[config.mk]
export PLATFORM = sky130hd
export DESIGN_NAME = modem_watch
export DESIGN_NICKNAME = d
export VERILOG_FILES = /design/src/rtl/modem_watch.sv
export SDC_FILE = /design/constraint.sdc
export NUM_CORES = 1
export LEC_CHECK = 0
export ABC_AREA = 1
export BUFFER_PORTS_ARGS = -buffer_cell sky130_fd_sc_hd__buf_4
export CAP_MARGIN = 30
export CORE_MARGIN = 2
export CORE_UTILIZATION = 41
export CTS_CLUSTER_DIAMETER = 120
export CTS_CLUSTER_SIZE = 25
export DETAILED_ROUTE_END_ITERATION = 8
export PLACE_DENSITY = 0.73
export SYNTH_ARGS = -nofsm -noshare
export SYNTH_HDL_FRONTEND = slang
export SYNTH_SLANG_ARGS = --single-unit
[constraint.sdc]
create_clock -name clk -period 1.5 [get_ports clk]
set_clock_uncertainty 0.15 [all_clocks]
set_input_delay 0.15 -clock clk [delete_from_list [all_inputs] [get_ports clk]]
set_output_delay 0.15 -clock clk [all_outputs]
set_load 0.01 [all_outputs]
[src/rtl/modem_watch.sv]
module modem_watch #(
  parameter int SYNC_STAGES = 2
) (
  input  logic       clk,
  input  logic       rst_n,
  input  logic [3:0] line_in,
  input  logic       status_rd,
  input  logic       irq_en,
  input  logic       ctl_we,
  input  logic [7:0] ctl_wdata,
  output logic [7:0] status,
  output logic [7:0] ctl_rdata,
  output logic       dtr,
  output logic       rts,
  output logic       irq
);
  localparam int FILL_W = $clog2(SYNC_STAGES + 2);
  localparam logic [FILL_W-1:0] FILL_MAX = FILL_W'(SYNC_STAGES + 1);
  localparam logic [3:0] BOTH_EDGES = 4'b1011;
  localparam logic [3:0] FALL_ONLY  = 4'b0100;

  logic [3:0]        sync_q [SYNC_STAGES];
  logic [3:0]        prev_q, delta_q, sync_out, edge_hit;
  logic [FILL_W-1:0] fill_q;
  logic [1:0]        ctl_q;
  logic              armed;

  always_ff @(posedge clk or negedge rst_n) begin
    if (!rst_n) begin
      for (int i = 0; i < SYNC_STAGES; i++) sync_q[i] <= '0;
    end else begin
      sync_q[0] <= line_in;
      for (int i = 1; i < SYNC_STAGES; i++) sync_q[i] <= sync_q[i-1];
    end
  end

  assign sync_out = sync_q[SYNC_STAGES-1];
  assign armed    = (fill_q == FILL_MAX);
  assign edge_hit = armed ? (((sync_out ^ prev_q) & BOTH_EDGES) |
                             (prev_q & ~sync_out & FALL_ONLY)) : 4'b0000;

  always_ff @(posedge clk or negedge rst_n) begin
    if (!rst_n) begin
      prev_q  <= '0;
      fill_q  <= '0;
      delta_q <= '0;
      ctl_q   <= '0;
    end else begin
      prev_q  <= sync_out;
      if (!armed) fill_q <= fill_q + 1'b1;
      delta_q <= (status_rd ? 4'b0000 : delta_q) | edge_hit;
      if (ctl_we) ctl_q <= ctl_wdata[1:0];
    end
  end

  assign status    = {sync_out, delta_q};
  assign ctl_rdata = {6'b000000, ctl_q};
  assign dtr       = ctl_q[0];
  assign rts       = ctl_q[1];
  assign irq       = irq_en & (|delta_q);
endmodule

* Yosys cells after proc, flatten, opt, wreduce, memory -nomap -nowiden
Cells that the tools add are included.
Word-level totals: output and inout bits 19, bits in registers 20, word-level logic and storage cells 17, bits of input ports 17
Operators by class: add/sub/neg operators 1, reduce and logical (&&, ||, !) cells 1, equality and inequality tests 1, multiplexer cells 2, bitwise operators 6
Operators with widths (number):
- $mux W4 | 2
- $or A4 B3 Y4 | 1
- $or A4 B4 Y4 | 1
- $reduce_or A4 Y1 | 1
- $xor A4 B4 Y4 | 1
- $and A3 B3 Y3 | 1
- $not A3 Y3 | 1
- $add A2 B1 Y2 const B | 1
- $eq A2 B2 Y1 const B | 1
- $and A1 B1 Y1 | 1

* Longest topological paths before layout
Gate-level depths: netlist (run 1).
word-level depth 5, depth in mapped cells 4, mapped depth without buffers 4

* Least setup slack after synthesis (run 1)
OpenSTA, ideal clock, no wires.
kind register to register, start point reg fill_q[0], end point reg fill_q[0], setup time 123 ps, path buffers 1, clock period less this slack 1094 ps, setup slack 406 ps, arrival 821 ps, required time 1227 ps, stages on the path, launching flop included 4, cell sequence dfrtp_1 ha_1 clkbuf_2 xnor2_1
On the way: word-level cells in the longest chain between the ends 1, elaborated cells on any way between the ends 2, those cells by class add/sub: 1; eq/ne: 1
Ends and longest elaborated chain:
- start, declared | RTL line 24 | logic [FILL_W-1:0] fill_q;
- start signal, assigned | RTL line 50 | if (!armed) fill_q <= fill_q + 1'b1;
- $add A2 B1 Y2 / $eq A2 B2 Y1 (equally long branches) | RTL line 50, 38
Parallel ways exist; a longest one is shown, timed or not. A chain may end at the register's enable or synchronous reset.

==> results of run 1 <==
==> placed cells by master, fill, tap and decap left out, drive strengths merged <==
cell type / instances
buf: 23
conb: 6
nand3: 3
nor2: 2
inv: 10
dfrtp: 20
nand2: 17
xnor2: 1
o21ai: 3
bufinv: 1
clkbuf: 3
nand3b: 1
a21boi: 1
ha: 1
dlygate4sd3: 10
==> layout make-up <==
class | count | area [µm²] | share of cell area, %
Multi-Input combinational cell | 35 | 160 | 15.2
Clock inverter | 1 | 30.0 | 2.85
Clock buffer | 3 | 22.5 | 2.14
Sequential cell | 20 | 500 | 47.4
Tap cell | 25 | 31.3 | 2.97
Inverter | 10 | 37.5 | 3.56
Timing Repair Buffer | 33 | 273 | 25.9
==> path summary, 6_finish.rpt <==
path	startpoint	to	slack, ns	cells past startpoint
max	ctl_we	ctl_q[1]	0.05	5
min	rst_n	sync_q[5]	0.11	2
max reg2reg	ctl_q[1]	ctl_q[1]	0.17	3
min reg2reg	sync_q[6]	sync_out[2]	0.21	0
max in group asynchronous	rst_n	prev_q[0]	0.89	2
min in group clk	sync_q[6]	sync_out[2]	0.21	0
==> power groups by stage <==
| stage | sequential [W] | clock [W] | combinational (W) |
|---|---|---|---|
| floorplan | 0.000603 | 0 | 0.0000629 |
| global placement | 0.000597 | 0 | 0.000116 |
| detailed placement | 0.000599 | 0 | 0.000119 |
| CTS | 0.000589 | 0.000441 | 0.000141 |
| global route | 0.000594 | 0.000468 | 0.000157 |
| finish | 0.000589 | 0.000430 | 0.000140 |
==> logic make-up after synthesis <==
group | synth area share [%]
AOI/OAI and AO/OA | 2.91
xor gates and xnor gates | 1.13
adders and majority gates | 1.62
buffers and inverters | 17.1
DFF | 64.6
other | 0.484
and+or+nand+nor | 12.1
==> through the flow <==
stage | instances | power [W] | instance area (µm²) | hold slack, ns | setup WS, ns
3_5_place_dp | 113 | 0.000718 | 902 | -0.112 | 0.378
5_1_grt | 127 | 0.00122 | 1050 | 0.105 | 0.00767
6_report | 127 | 0.00116 | 1050 | 0.108 | 0.0532
3_3_place_gp | 113 | 0.000713 | 902 | -0.114 | 0.399
4_1_cts | 127 | 0.00117 | 1050 | 0.0905 | 0.0708
2_1_floorplan | 78 | 0.000666 | 793 | -0.296 | 0.406
==> routing by layer <==
metal | global-route usage (%) | up-vias | part of all wire (%)
met4 | 6.67 | 0 | 0
met1 | 13.4 | 244 | 41
met5 | 0 | - | 0
met3 | 2.64 | 0 | 6.2
li1 | - | 259 | -
met2 | 24.1 | 24 | 52
==> state kept, by name, indices dropped and copies added (netlist names) <==
| signal | flops |
|---|---|
| sync_out | 4 |
| ctl_q | 2 |
| sync_q | 4 |
| fill_q | 2 |
| delta_q | 4 |
| prev_q | 4 |
==> repair_timing <==
action                     CTS  global route
hold buffers                10             0
setup endpoints to repair    0             2
hold endpoints to repair    30             0
gates resized for setup      0             3
==> flow_summary.ini, run 1 <==
[clock_network]
cts-root-buf = clkbuf_4
clkTransAtPathRegs_ns = 0.11
cts_max_level = 1
cts_tree = done
clk_latency_ns = 0.30
max-clock-path-buffers = 2
cts_made_buffers = 3
post-cts-setup-buffers = 0
clock_sinks = 20

[setup_path]
crit_chain = dlygate4sd3_1 -> buf_4 -> nand2_1 -> o21ai_1 -> dlygate4sd3_1
crit_family = buffers and inverters
cp_data_required_time_ns = 1.54
path_common_cell = dlygate4sd3_1
worst_path_largest_cell_delay_ns = 0.55
path_class = input pin to flip-flop
cp_num_buf_inv = 3
end_kind = flip-flop
crit_path_start_kind = input pin
slowest_stage = dlygate4sd3_1
cp.arrival_ns = 1.48
path_max_fanout = 4

[global_routing]
grt_start_max_net_pins = 21
globalRouteOverflowTotal = 0
antenna_found_initial = 0
grt.total_usage_pct = 12.9
grt_pass1_wl_um = 1960
grt_pass1_vias = 513

[route]
first_pass_iters = 1
num_vias = 527
ant_nets = 0
drcViolationCount = 0
routed_wl_um = 1200
drt_iter0_drc = 0
viasPerCell = 4.15
routedWlPerCell_um = 9.44

[power_and_ir_drop]
p_int_w = 0.000917
switchingPower_w = 0.000242
power_frac_clock_pct = 37.1
seqPwrFrac_pct = 50.8
pwr-share-comb_pct = 12.1
sw_frac_of_total_pct = 20.8
ir_drop_mv = 0.582
power_density_mw_per_mm2 = 1100
p_leak_nw = 0.551

[synth]
synth_edf_count = 0
yosysTopAreaCell = dfrtp_1
synth_area_um2 = 774
syn_area_per_cell_um2 = 10.6
synthTopCellsByCount = dfrtp_1 (20), nand2_1 (17), buf_4 (12), inv_1 (10), nand3_1 (3)
synthCells = 73
synth-seq-area-share_pct = 64.6
netlist.area_leader.share_pct = 64.6
yosys.cell_types.count = 14
synthArstFlopShare_pct = 100
yosys_warnings = 0
synth-main-ff-cell = dfrtp_1
synth_most_common_cell = dfrtp_1
synth_area_leaders = dfrtp_1 (65%), buf_4 (12%), nand2_1 (8.2%), inv_1 (4.8%), nand3_1 (1.9%)
ys_seq_elements = 20

[timing]
setup_viol_count_final = 0
setup_tns_ns = 0
grt_setup_unrepaired = no
max_clock_freq_mhz = 691
fin_crit_sh_pct = 96.5
slew_viol_final = 0
fin_crit_ns = 1.45
hold_viol_final = 0

[layout]
final_util_pct = 60.4
n_fill_cell = 161
diodes = 0
fin_nets = 121
syn_to_final_growth_pct = 36.2
drive_above_1_share_pct = 26.5

[min_path]
hp-class = input pin to asynchronous set/reset pin

[floorplanning]
ioPinCount = 36
die-area_mm2 = 0.00225
dieHeight_um = 47.5
fp-row-count = 15
core_area_mm2 = 0.00175
start_util_pct = 44.4
fp.dieW_um = 47.5

[placement]
finalWeightedCongestion = 0.694
place_hpwl_um = 830
port_buffers = 23

[run]
cap_viol_max_count = 0

[status]
status = finished, final reports clean
Power figures use the tool's default switching activity.
==> run 2: changes to the inputs <==
--- a/config.mk
+++ b/config.mk
@@ -6,7 +6,7 @@
 export NUM_CORES = 1
 export LEC_CHECK = 0
 export ABC_AREA = 1
-export BUFFER_PORTS_ARGS = -buffer_cell sky130_fd_sc_hd__buf_4
+export BUFFER_PORTS_ARGS = -buffer_cell sky130_fd_sc_hd__buf_2
 export CAP_MARGIN = 30
 export CORE_MARGIN = 2
 export CORE_UTILIZATION = 41
@@ -14,6 +14,7 @@
 export CTS_CLUSTER_SIZE = 25
 export DETAILED_ROUTE_END_ITERATION = 8
 export PLACE_DENSITY = 0.73
+export REMOVE_ABC_BUFFERS = 1
 export SYNTH_ARGS = -nofsm -noshare
 export SYNTH_HDL_FRONTEND = slang
 export SYNTH_SLANG_ARGS = --single-unit
==> run 2 against run 1 <==
Effect of this change: flip-flop and latch count unchanged; global-route usage is 0.11 points higher; via count fell by 2.7%; sequential power about the same; highest routed layer is now met4.
==> flow_summary.ini, run 2 (same netlist as run 1, synthesis figures left out) <==
[global_routing]
grt.total_usage_pct = 13.0
antenna_found_initial = 0
globalRouteOverflowTotal = 0
grt_start_max_net_pins = 21
grt_pass1_wl_um = 1840
grt_pass1_vias = 469

[clock_network]
cts_made_buffers = 3
max-clock-path-buffers = 2
post-cts-setup-buffers = 0
cts_max_level = 1
clkTransAtPathRegs_ns = 0.10
clock_sinks = 20
cts-root-buf = clkbuf_4
cts_tree = done
clk_latency_ns = 0.28

[timing]
slew_viol_final = 0
fin_crit_sh_pct = 98.3
grt_setup_unrepaired = no
fin_crit_ns = 1.48
max_clock_freq_mhz = 678
setup_tns_ns = 0
setup_viol_count_final = 0
hold_ws_ns = 0.174
hold_viol_final = 0

[route]
drcViolationCount = 0
first_pass_iters = 4
num_vias = 513
ant_nets = 0
routedWlPerCell_um = 9.44
viasPerCell = 4.07
routed_wl_um = 1190
drt_iter0_drc = 4

[floorplanning]
dieHeight_um = 47.5
die-area_mm2 = 0.00225
fp-row-count = 15
fp.dieW_um = 47.5
start_util_pct = 44.4
ioPinCount = 36
core_area_mm2 = 0.00175

[layout]
drive_above_1_share_pct = 25.7
fin_nets = 121
final_cell_mix = buf_2 (23), dfrtp_1 (20), nand2_1 (17)
layout.cells.most_common = buf_2
syn_to_final_growth_pct = 24.9
diodes = 0
n_fill_cell = 157

[status]
status = finished, final reports clean

[setup_path]
cp.arrival_ns = 1.49
end_kind = flip-flop
crit_path_start_kind = input pin
cp_data_required_time_ns = 1.52
path_max_fanout = 4
path_class = input pin to flip-flop

[min_path]
hp-class = input pin to asynchronous set/reset pin

[power_and_ir_drop]
power_density_mw_per_mm2 = 963
p_leak_nw = 0.516
ir_drop_mv = 0.672
p_total_w = 0.000931

[placement]
finalWeightedCongestion = 0.673
port_buffers = 23
place_hpwl_um = 823

[run]
cap_viol_max_count = 0
## run 2: changes by cell type in the layout (fill, tap and decap cells not counted), sizes merged
cell	delta
bufinv	-1
## run 2: where the power goes
part           leakage [nW]  switching (W)  internal, W
sequential            0.225      0.0000186     0.000569
combinational         0.277      0.0000607    0.0000554
clock                0.0138       0.000134    0.0000932
total                 0.516       0.000214     0.000718
## run 2: layout make-up
cell class / count / area [µm²] / share of cell area, %
clock buffer: 3 / 22.5 / 2.33
inverter: 10 / 37.5 / 3.88
multi-input combinational: 35 / 160 / 16.6
sequential: 20 / 500 / 51.7
tap: 25 / 31.3 / 3.23
timing repair buffer: 33 / 215 / 22.3
## run 2: stage by stage
step / util [%] / instance area [µm²] / instances / worst slack, ns
after floorplan: - / 698 / 65 / 0.449
after global placement: 48.4 / 845 / 113 / 0.403
after detailed placement: 48.4 / 845 / 113 / 0.393
after CTS: 56.0 / 977 / 127 / 0.0637
after global routing: 55.4 / 967 / 126 / 0.000900
final: 55.4 / 967 / 126 / 0.0249
## run 2: critical path, cell delays in order
cell	delay, ns
dlygate4sd3_1	0.53
buf_2	0.14
nand2_1	0.05
dlygate4sd3_1	0.53
o21ai_0	0.09
## run 2: layer usage
| layer | track usage [%] | share of wire (%) |
|---|---|---|
| met5 | 0 | 0 |
| met4 | 10.0 | 0.76 |
| met3 | 2.26 | 7.4 |
| met2 | 23.0 | 50 |
| met1 | 13.5 | 41 |
## run 2: what timing repair did
| action | CTS | global route |
|---|---|---|
| setup endpoints to repair | 0 | 1 |
| hold endpoints to repair | 30 | 0 |
| resized for setup | 0 | 0 |
| hold buffers | 11 | 0 |
## run 2: worst paths after layout
kind	start	end	slack, ns	cells past startpoint
max	ctl_we	ctl_q[1]	0.02	5
min	rst_n	ctl_q[0]	0.17	2
max reg2reg	fill_q[0]	delta_q[1]	0.38	3
min reg2reg	sync_q[7]	sync_out[3]	0.21	0
max in group asynchronous	rst_n	prev_q[3]	0.72	2
min in group clk	sync_q[7]	sync_out[3]	0.21	0
